$ cat config.mk
export PLATFORM = sky130hd
export DESIGN_NAME = tick_phase_servo
export DESIGN_NICKNAME = d
export VERILOG_FILES = /design/src/rtl/tick_align_pkg.sv /design/src/rtl/tick_ref_sampler.sv /design/src/rtl/tick_window_tracker.sv /design/src/rtl/tick_presence_mon.sv /design/src/rtl/tick_phase_servo.sv
export SDC_FILE = /design/constraint.sdc
export NUM_CORES = 1
export LEC_CHECK = 0
export BUFFER_PORTS_ARGS = -buffer_cell sky130_fd_sc_hd__buf_2
export CAP_MARGIN = 5
export CORE_ASPECT_RATIO = 0.6
export CORE_MARGIN = 8
export CORE_UTILIZATION = 45
export CTS_BUF_LIST = sky130_fd_sc_hd__clkbuf_8
export CTS_CLUSTER_SIZE = 20
export DETAILED_ROUTE_END_ITERATION = 16
export SLEW_MARGIN = 40
export SYNTH_ARGS = -nofsm -noshare
export SYNTH_HDL_FRONTEND = slang
export SYNTH_SLANG_ARGS = --single-unit
$ cat constraint.sdc
create_clock -name clk_i -period 2 [get_ports clk_i]
set_input_delay 0.1 -clock clk_i [delete_from_list [all_inputs] [get_ports clk_i]]
set_output_delay 0.1 -clock clk_i [all_outputs]
set_load 0.005 [all_outputs]
$ cat src/rtl/tick_align_pkg.sv
package tick_align_pkg;
  typedef enum logic {
    DIR_DELAY   = 1'b0,
    DIR_ADVANCE = 1'b1
  } corr_dir_e;

  typedef struct packed {
    logic      valid;
    corr_dir_e dir;
  } corr_req_t;
endpackage

$ cat src/rtl/tick_ref_sampler.sv
module tick_ref_sampler #(
  parameter int unsigned SYNC_STAGES = 2
) (
  input  logic clk_i,
  input  logic rst_ni,
  input  logic ref_i,
  input  logic strobe_i,
  output logic edge_o
);
  logic [SYNC_STAGES-1:0] sync_q;
  logic                   prev_q;
  logic                   level;

  assign level = sync_q[SYNC_STAGES-1];

  always_ff @(posedge clk_i or negedge rst_ni) begin
    if (!rst_ni) begin
      sync_q <= '0;
      prev_q <= 1'b0;
    end else begin
      sync_q <= {sync_q[SYNC_STAGES-2:0], ref_i};
      if (strobe_i) prev_q <= level;
    end
  end

  assign edge_o = strobe_i & level & ~prev_q;
endmodule

$ cat src/rtl/tick_window_tracker.sv
module tick_window_tracker
  import tick_align_pkg::*;
#(
  parameter int unsigned WIN = 7
) (
  input  logic      clk_i,
  input  logic      rst_ni,
  input  logic      en_i,
  input  logic      strobe_i,
  input  logic      tick_i,
  input  logic      edge_i,
  output logic      found_o,
  output logic      miss_o,
  output corr_req_t corr_o
);
  localparam int unsigned DW = $clog2(WIN + 2);
  localparam logic [DW-1:0] NONE  = DW'(WIN + 1);
  localparam logic [DW-1:0] WIN_W = DW'(WIN);

  logic [DW-1:0] since_q, since_d, since_nxt;
  logic [DW-1:0] pcnt_q, pcnt_d;
  logic [DW-1:0] dbef_q, dbef_d;
  logic          busy_q, busy_d;

  // strobes since the last edge, saturating at NONE
  assign since_nxt = edge_i ? '0 : ((since_q == NONE) ? NONE : DW'(since_q + 1'b1));

  always_ff @(posedge clk_i or negedge rst_ni) begin
    if (!rst_ni) begin
      since_q <= NONE;
      pcnt_q  <= '0;
      dbef_q  <= NONE;
      busy_q  <= 1'b0;
    end else begin
      since_q <= since_d;
      pcnt_q  <= pcnt_d;
      dbef_q  <= dbef_d;
      busy_q  <= busy_d;
    end
  end

  always_comb begin
    since_d = since_q;
    pcnt_d  = pcnt_q;
    dbef_d  = dbef_q;
    busy_d  = busy_q;
    found_o = 1'b0;
    miss_o  = 1'b0;
    corr_o  = '{valid: 1'b0, dir: DIR_DELAY};
    if (!en_i) begin
      since_d = NONE;
      busy_d  = 1'b0;
    end else if (strobe_i) begin
      since_d = since_nxt;
      if (tick_i) begin
        busy_d = 1'b0;
        if (edge_i) begin
          found_o = 1'b1;
        end else begin
          busy_d = 1'b1;
          pcnt_d = DW'(1);
          dbef_d = since_nxt;
        end
      end else if (busy_q) begin
        if (edge_i && (pcnt_q < dbef_q)) begin
          found_o = 1'b1;
          corr_o  = '{valid: 1'b1, dir: DIR_DELAY};
          busy_d  = 1'b0;
        end else if (pcnt_q == dbef_q) begin
          // earlier edge wins ties
          found_o = 1'b1;
          corr_o  = '{valid: 1'b1, dir: DIR_ADVANCE};
          busy_d  = 1'b0;
        end else if (pcnt_q == WIN_W) begin
          miss_o = 1'b1;
          busy_d = 1'b0;
        end else begin
          pcnt_d = DW'(pcnt_q + 1'b1);
        end
      end
    end
  end

  AST_PCNT_RANGE: assert property (@(posedge clk_i) disable iff (!rst_ni)
    busy_q |-> (pcnt_q >= DW'(1) && pcnt_q <= WIN_W));
  AST_SINCE_RANGE: assert property (@(posedge clk_i) disable iff (!rst_ni)
    since_q <= NONE);
endmodule

$ cat src/rtl/tick_presence_mon.sv
module tick_presence_mon #(
  parameter int unsigned LOST_SECS = 4
) (
  input  logic clk_i,
  input  logic rst_ni,
  input  logic en_i,
  input  logic found_i,
  input  logic miss_i,
  output logic lost_o
);
  localparam int unsigned MW = $clog2(LOST_SECS + 1);
  localparam logic [MW-1:0] LIMIT = MW'(LOST_SECS);

  logic [MW-1:0] miss_q;

  always_ff @(posedge clk_i or negedge rst_ni) begin
    if (!rst_ni)                          miss_q <= '0;
    else if (!en_i || found_i)            miss_q <= '0;
    else if (miss_i && miss_q != LIMIT)   miss_q <= MW'(miss_q + 1'b1);
  end

  assign lost_o = (miss_q == LIMIT);

  AST_MISS_BOUND: assert property (@(posedge clk_i) disable iff (!rst_ni)
    miss_q <= LIMIT);
  AST_FOUND_CLEARS: assert property (@(posedge clk_i) disable iff (!rst_ni)
    found_i |=> !lost_o);
endmodule

$ cat src/rtl/tick_phase_servo.sv
module tick_phase_servo
  import tick_align_pkg::*;
#(
  parameter int unsigned WIN         = 7,
  parameter int unsigned LOST_SECS   = 4,
  parameter int unsigned SYNC_STAGES = 2
) (
  input  logic clk_i,
  input  logic rst_ni,
  input  logic en_i,
  input  logic ref_i,
  input  logic strobe_i,
  input  logic tick_i,
  output logic corr_valid_o,
  output logic corr_dir_o,
  output logic ref_lost_o
);
  logic      ref_edge;
  logic      found, miss;
  corr_req_t corr_req;
  logic      corr_valid_q;
  corr_dir_e corr_dir_q;

  tick_ref_sampler #(.SYNC_STAGES(SYNC_STAGES)) u_sampler (
    .clk_i    (clk_i),
    .rst_ni   (rst_ni),
    .ref_i    (ref_i),
    .strobe_i (strobe_i),
    .edge_o   (ref_edge)
  );

  tick_window_tracker #(.WIN(WIN)) u_window (
    .clk_i    (clk_i),
    .rst_ni   (rst_ni),
    .en_i     (en_i),
    .strobe_i (strobe_i),
    .tick_i   (tick_i),
    .edge_i   (ref_edge),
    .found_o  (found),
    .miss_o   (miss),
    .corr_o   (corr_req)
  );

  tick_presence_mon #(.LOST_SECS(LOST_SECS)) u_presence (
    .clk_i   (clk_i),
    .rst_ni  (rst_ni),
    .en_i    (en_i),
    .found_i (found),
    .miss_i  (miss),
    .lost_o  (ref_lost_o)
  );

  // lost flag sampled before this window's update: recovering window stays silent
  always_ff @(posedge clk_i or negedge rst_ni) begin
    if (!rst_ni) begin
      corr_valid_q <= 1'b0;
      corr_dir_q   <= DIR_DELAY;
    end else begin
      corr_valid_q <= corr_req.valid & en_i & ~ref_lost_o;
      if (corr_req.valid) corr_dir_q <= corr_req.dir;
    end
  end

  assign corr_valid_o = corr_valid_q;
  assign corr_dir_o   = corr_dir_q;

  AST_CORR_AFTER_STROBE: assert property (@(posedge clk_i) disable iff (!rst_ni)
    corr_valid_o |-> $past(strobe_i));
  AST_CORR_ONE_CYCLE: assert property (@(posedge clk_i) disable iff (!rst_ni)
    corr_valid_o |=> !corr_valid_o);
  AST_NO_CORR_LOST: assert property (@(posedge clk_i) disable iff (!rst_ni)
    corr_valid_o |-> !$past(ref_lost_o));
  AST_NO_CORR_OFF: assert property (@(posedge clk_i) disable iff (!rst_ni)
    corr_valid_o |-> $past(en_i));
  AST_LOST_OFF: assert property (@(posedge clk_i) disable iff (!rst_ni)
    !$past(en_i) |-> !ref_lost_o);
endmodule

==> results.txt <==
- The run finished with clean final reports.
- Async SR Flop Fraction: 100%
- Detailed placement finished with a half-perimeter wire length of roughly 1900 um.
- The initial utilization of the core area, before any placement, comes to roughly 48%.
- STA classifies the critical path endpoint as a register.
- Height of the die: 56.3 um
- Area taken by multi-input logic gates: about 640 um^2
- The layout has 235 filler cells.
* Worst rel slew slack: 68.6%
* Launch instance of the worst register-to-register path: u_window.dbef_q[3]$_DFFE_PN1P_
- The number of cells on the worst reg-to-reg path is 7.
- The tree is rooted in a sky130_fd_sc_hd__clkbuf_8.
* Total number of nets in the final design: 160
- 0 antenna diodes ended up in the layout.
* Post-route cell area: ~1400 um^2
- Number of failing setup endpoints in the final timing report: 0
- Residual DRC count: 0
- For the worst setup path, the data required time is 2180 ps.
* Worst min path class: in -> reg
* Overall power consumption: around 1.1 mW
* Number of antenna violations at the first check in global routing: 0
- Area delta synth->final: 16.6%
- From left edge to right edge, the die measures between 80 and 90 um.
- CTS built an H-tree with a depth of 1.
* Most used flip-flop cell after synthesis: sky130_fd_sc_hd__dfrtp_1
- Number of warnings printed during yosys synthesis: 0
- Pin slew with the least headroom to its limit: about 470 ps
* Total Die Area: 4680 um^2
- The congestion estimate from routability-driven global placement came to 0.822.
- Via count of the routed design: approximately 900
- For this design, the sink count on the clock tree is 21.
- The floorplan has 14 rows.
- Hold violation total from the final report: 0
- Global Route Usage Sum: around 11%
- Leak pwr: 0.681 nW
* Critical Path Source Type: register
- RSZ-0062 raised after global routing: no
- Insertion delay of the later-clocked pin in the worst-skew pair: 260 ps
- Between clock sinks in the finished design, the worst skew comes to 2.14 ps.
* Worst Hold Depth: 2
- Register bit count reported by yosys: 21
- After detailed routing, the total wire length is between 2000 and 3000 um.
- For this design the top-level I/O count stands at 9.
- The critical path in this run is classified as reg -> reg.
- Floorplan core area: ~2500 um^2
- Entering global routing, the biggest net connects 22 pins.
* Global route total overflow: 0
- Along the worst path, the maximum fanout reaches 5.
- In this run the register-to-register setup slack is between 100 and 150 ps.
- After synthesis, the mean cell area works out to between 9 and 10 um^2.
- The clock passes through at most 2 buffers.
* Layout cell share with drive strength beyond 1: approximately 22%
- Arrival time at the worst endpoint: ~2000 ps
- The count of nets left with antenna violations once routing finished came out at 0.
- Power density relative to cell area: roughly 740 nW/um^2
* Via-per-instance ratio: between 5 and 6
- Number of global-route vias before repair: 890
- Final Max Tran Viols: 0
* Detailed Routing Iterations Pass 1: 4
* Per-cell routed wire length: about 14 um
* Register area share after synthesis: 43.3%
- The path with the worst hold slack has its endpoint at u_window.since_q[3]$_DFFE_PN1P_.
- In this run the cell area of the synthesized design comes to between 1000 and 1500 um^2.
- FMAX: about 0.53 GHz
* Placement-stage cell area: around 1300 um^2
- Setup total negative slack on the finished layout was measured at 0 ps.
* Worst hold path startpoint: en_i
- Clock transition at the registers of the reported paths: roughly 80 ps
- The number of nets in the synthesized netlist is 140.
- In this run, the number of DRC markers left after iteration 0 of detailed routing was 83.
* Cells after synthesis: between 100 and 150
* Count of buffers inserted at the top-level ports: 8
* Total clock buffers created by CTS: 3
* EDFF count, synth: 0
- Critical R2R Capture: u_presence.miss_q[2]$_DFFE_PN0P_
* CTS tree: yes
- In the final layout, flip-flops and latches occupy ~530 um^2.
* Count of unique library cells instantiated by Yosys: 36
* Max Cap Viol: 0
* Worst vdd ir: about 0.58 mV
* Post-route minimum period: between 1500 and 2000 ps
* Final critical-path share of the clock period: between 90% and 100%
- Wire length of the first global-routing pass: approximately 4400 um
[how the worst max path moves through the flow]
stage | from | to | slack [ps] | cells past startpoint
3_5_place_dp | u_window.dbef_q[3]$_DFFE_PN1P_ | u_presence.miss_q[2]$_DFFE_PN0P_ | 20 | 6
6_report | u_window.dbef_q[3]$_DFFE_PN1P_ | u_presence.miss_q[2]$_DFFE_PN0P_ | 120 | 7
3_3_place_gp | u_window.dbef_q[3]$_DFFE_PN1P_ | u_window.pcnt_q[0]$_DFFE_PN0P_ | 160 | 6
5_1_grt | u_window.dbef_q[3]$_DFFE_PN1P_ | u_presence.miss_q[2]$_DFFE_PN0P_ | 30 | 7
2_1_floorplan | u_window.dbef_q[3]$_DFFE_PN1P_ | u_window.pcnt_q[0]$_DFFE_PN0P_ | 250 | 6
4_1_cts | u_window.dbef_q[3]$_DFFE_PN1P_ | u_presence.miss_q[2]$_DFFE_PN0P_ | 7 | 6
[critical path: stages (launching register included)]
cell	delay, ps
sky130_fd_sc_hd__dfstp_2	530
sky130_fd_sc_hd__inv_1	70
sky130_fd_sc_hd__ha_4	260
sky130_fd_sc_hd__a211oi_4	330
sky130_fd_sc_hd__a21oi_4	120
sky130_fd_sc_hd__buf_4	160
sky130_fd_sc_hd__a31o_1	200
sky130_fd_sc_hd__a21oi_1	140
[cells in the mapped netlist, drive strengths merged, types with 2 or more instances]
cell | instances | area (um^2)
nand2 | 20 | 82.6
nor3b | 2 | 15.0
dfrtp | 19 | 475
dfstp | 2 | 52.6
mux2 | 2 | 22.5
and2 | 2 | 12.5
a21o | 2 | 15.0
nor2b | 4 | 25.0
nand4 | 3 | 18.8
mux2i | 3 | 30.0
a21oi | 7 | 46.3
ha | 9 | 113
inv | 13 | 48.8
o211ai | 3 | 27.5
o21ai | 7 | 35.0
a31oi | 2 | 12.5
and4 | 2 | 17.5
nor2 | 4 | 15.0
nand3 | 5 | 25.0
clkbuf | 2 | 7.51
[state kept, by name (all words and copies together), names as in the netlist]
register           flops
u_sampler.prev_q       1
u_window.since_q       4
corr_valid_o           1
u_presence.miss_q      3
u_window.dbef_q        4
u_window.busy_q        1
u_window.pcnt_q        4
u_sampler.sync_q       2
corr_dir_o             1
[cell type report]
type	count	share of cell area, %
Sequential cell	21	37.1
Multi-Input combinational cell	88	44.7
Clock inverter	1	0.528
Inverter	13	3.43
Clock buffer	3	2.90
Tap cell	32	2.82
Timing Repair Buffer	18	8.45
[cell families after synthesis]
group,after synthesis,share of synthesized area [%]
AOI/OAI and AO/OA,27,16.4
xor gates and xnor gates,1,0.719
adders and majority gates,9,9.24
buffers and inverters,16,5.54
DFF,21,43.3
muxes,5,4.31
and+or+nand+nor,46,20.4
[report_power, final]
part	total, mW	switching (mW)	internal, mW
logic	0.284	0.147	0.137
clock network	0.282	0.142	0.141
registers	0.486	0.0293	0.457
[cell usage in the layout (no fill, tap or decap), types with 2 or more instances in the layout]
cell and count:
sky130_fd_sc_hd__nor2_1 4, sky130_fd_sc_hd__and4_1 2, sky130_fd_sc_hd__nand3_1 5, sky130_fd_sc_hd__inv_1 13, sky130_fd_sc_hd__buf_4 8, sky130_fd_sc_hd__mux2i_1 3
sky130_fd_sc_hd__and2_1 2, sky130_fd_sc_hd__nand4_1 3, sky130_fd_sc_hd__nor3b_1 2, sky130_fd_sc_hd__a21o_1 2, sky130_fd_sc_hd__a31oi_1 2, sky130_fd_sc_hd__dfrtp_1 19
sky130_fd_sc_hd__dfstp_2 2, sky130_fd_sc_hd__ha_1 8, sky130_fd_sc_hd__nor2b_1 4, sky130_fd_sc_hd__o21ai_0 5, sky130_fd_sc_hd__buf_2 8, sky130_fd_sc_hd__dlygate4sd3_1 2
sky130_fd_sc_hd__a21oi_1 6, sky130_fd_sc_hd__clkbuf_8 3, sky130_fd_sc_hd__mux2_2 2, sky130_fd_sc_hd__nand2_1 19, sky130_fd_sc_hd__o21ai_1 2, sky130_fd_sc_hd__o211ai_1 2
[what timing repair did]
action	in CTS	in global routing
endpoints found under the hold margin	20	0
setup buffers	0	5
gates resized for setup	0	1
endpoints found under the setup margin	0	6
hold buffers	2	0
[metal layers]
| layer | up-vias | wire, um | share of wire [%] | track usage, % |
|---|---|---|---|---|
| met2 | 20 | 962 | 38 | 14.9 |
| met3 | 0 | 180 | 7.1 | 3.74 |
| met5 | - | 0 | 0 | 0 |
| met1 | 406 | 1380 | 55 | 17.1 |
| met4 | 0 | 0 | 0 | 1.49 |
| li1 | 480 | - | - | - |
[metrics by stage]
stage / std cells / utilization (%) / setup WS (ps) / hold WS (ps)
2_1_floorplan: 125 / - / 251 / -196
3_3_place_gp: 165 / 51.3 / 162 / 76.5
3_5_place_dp: 165 / 51.3 / 15.8 / 86.4
4_1_cts: 171 / 54.0 / 7.27 / 122
5_1_grt: 176 / 56.0 / 26.8 / 124
6_report: 176 / 56.0 / 117 / 125
No activity file was read; power rests on OpenSTA's default activity.
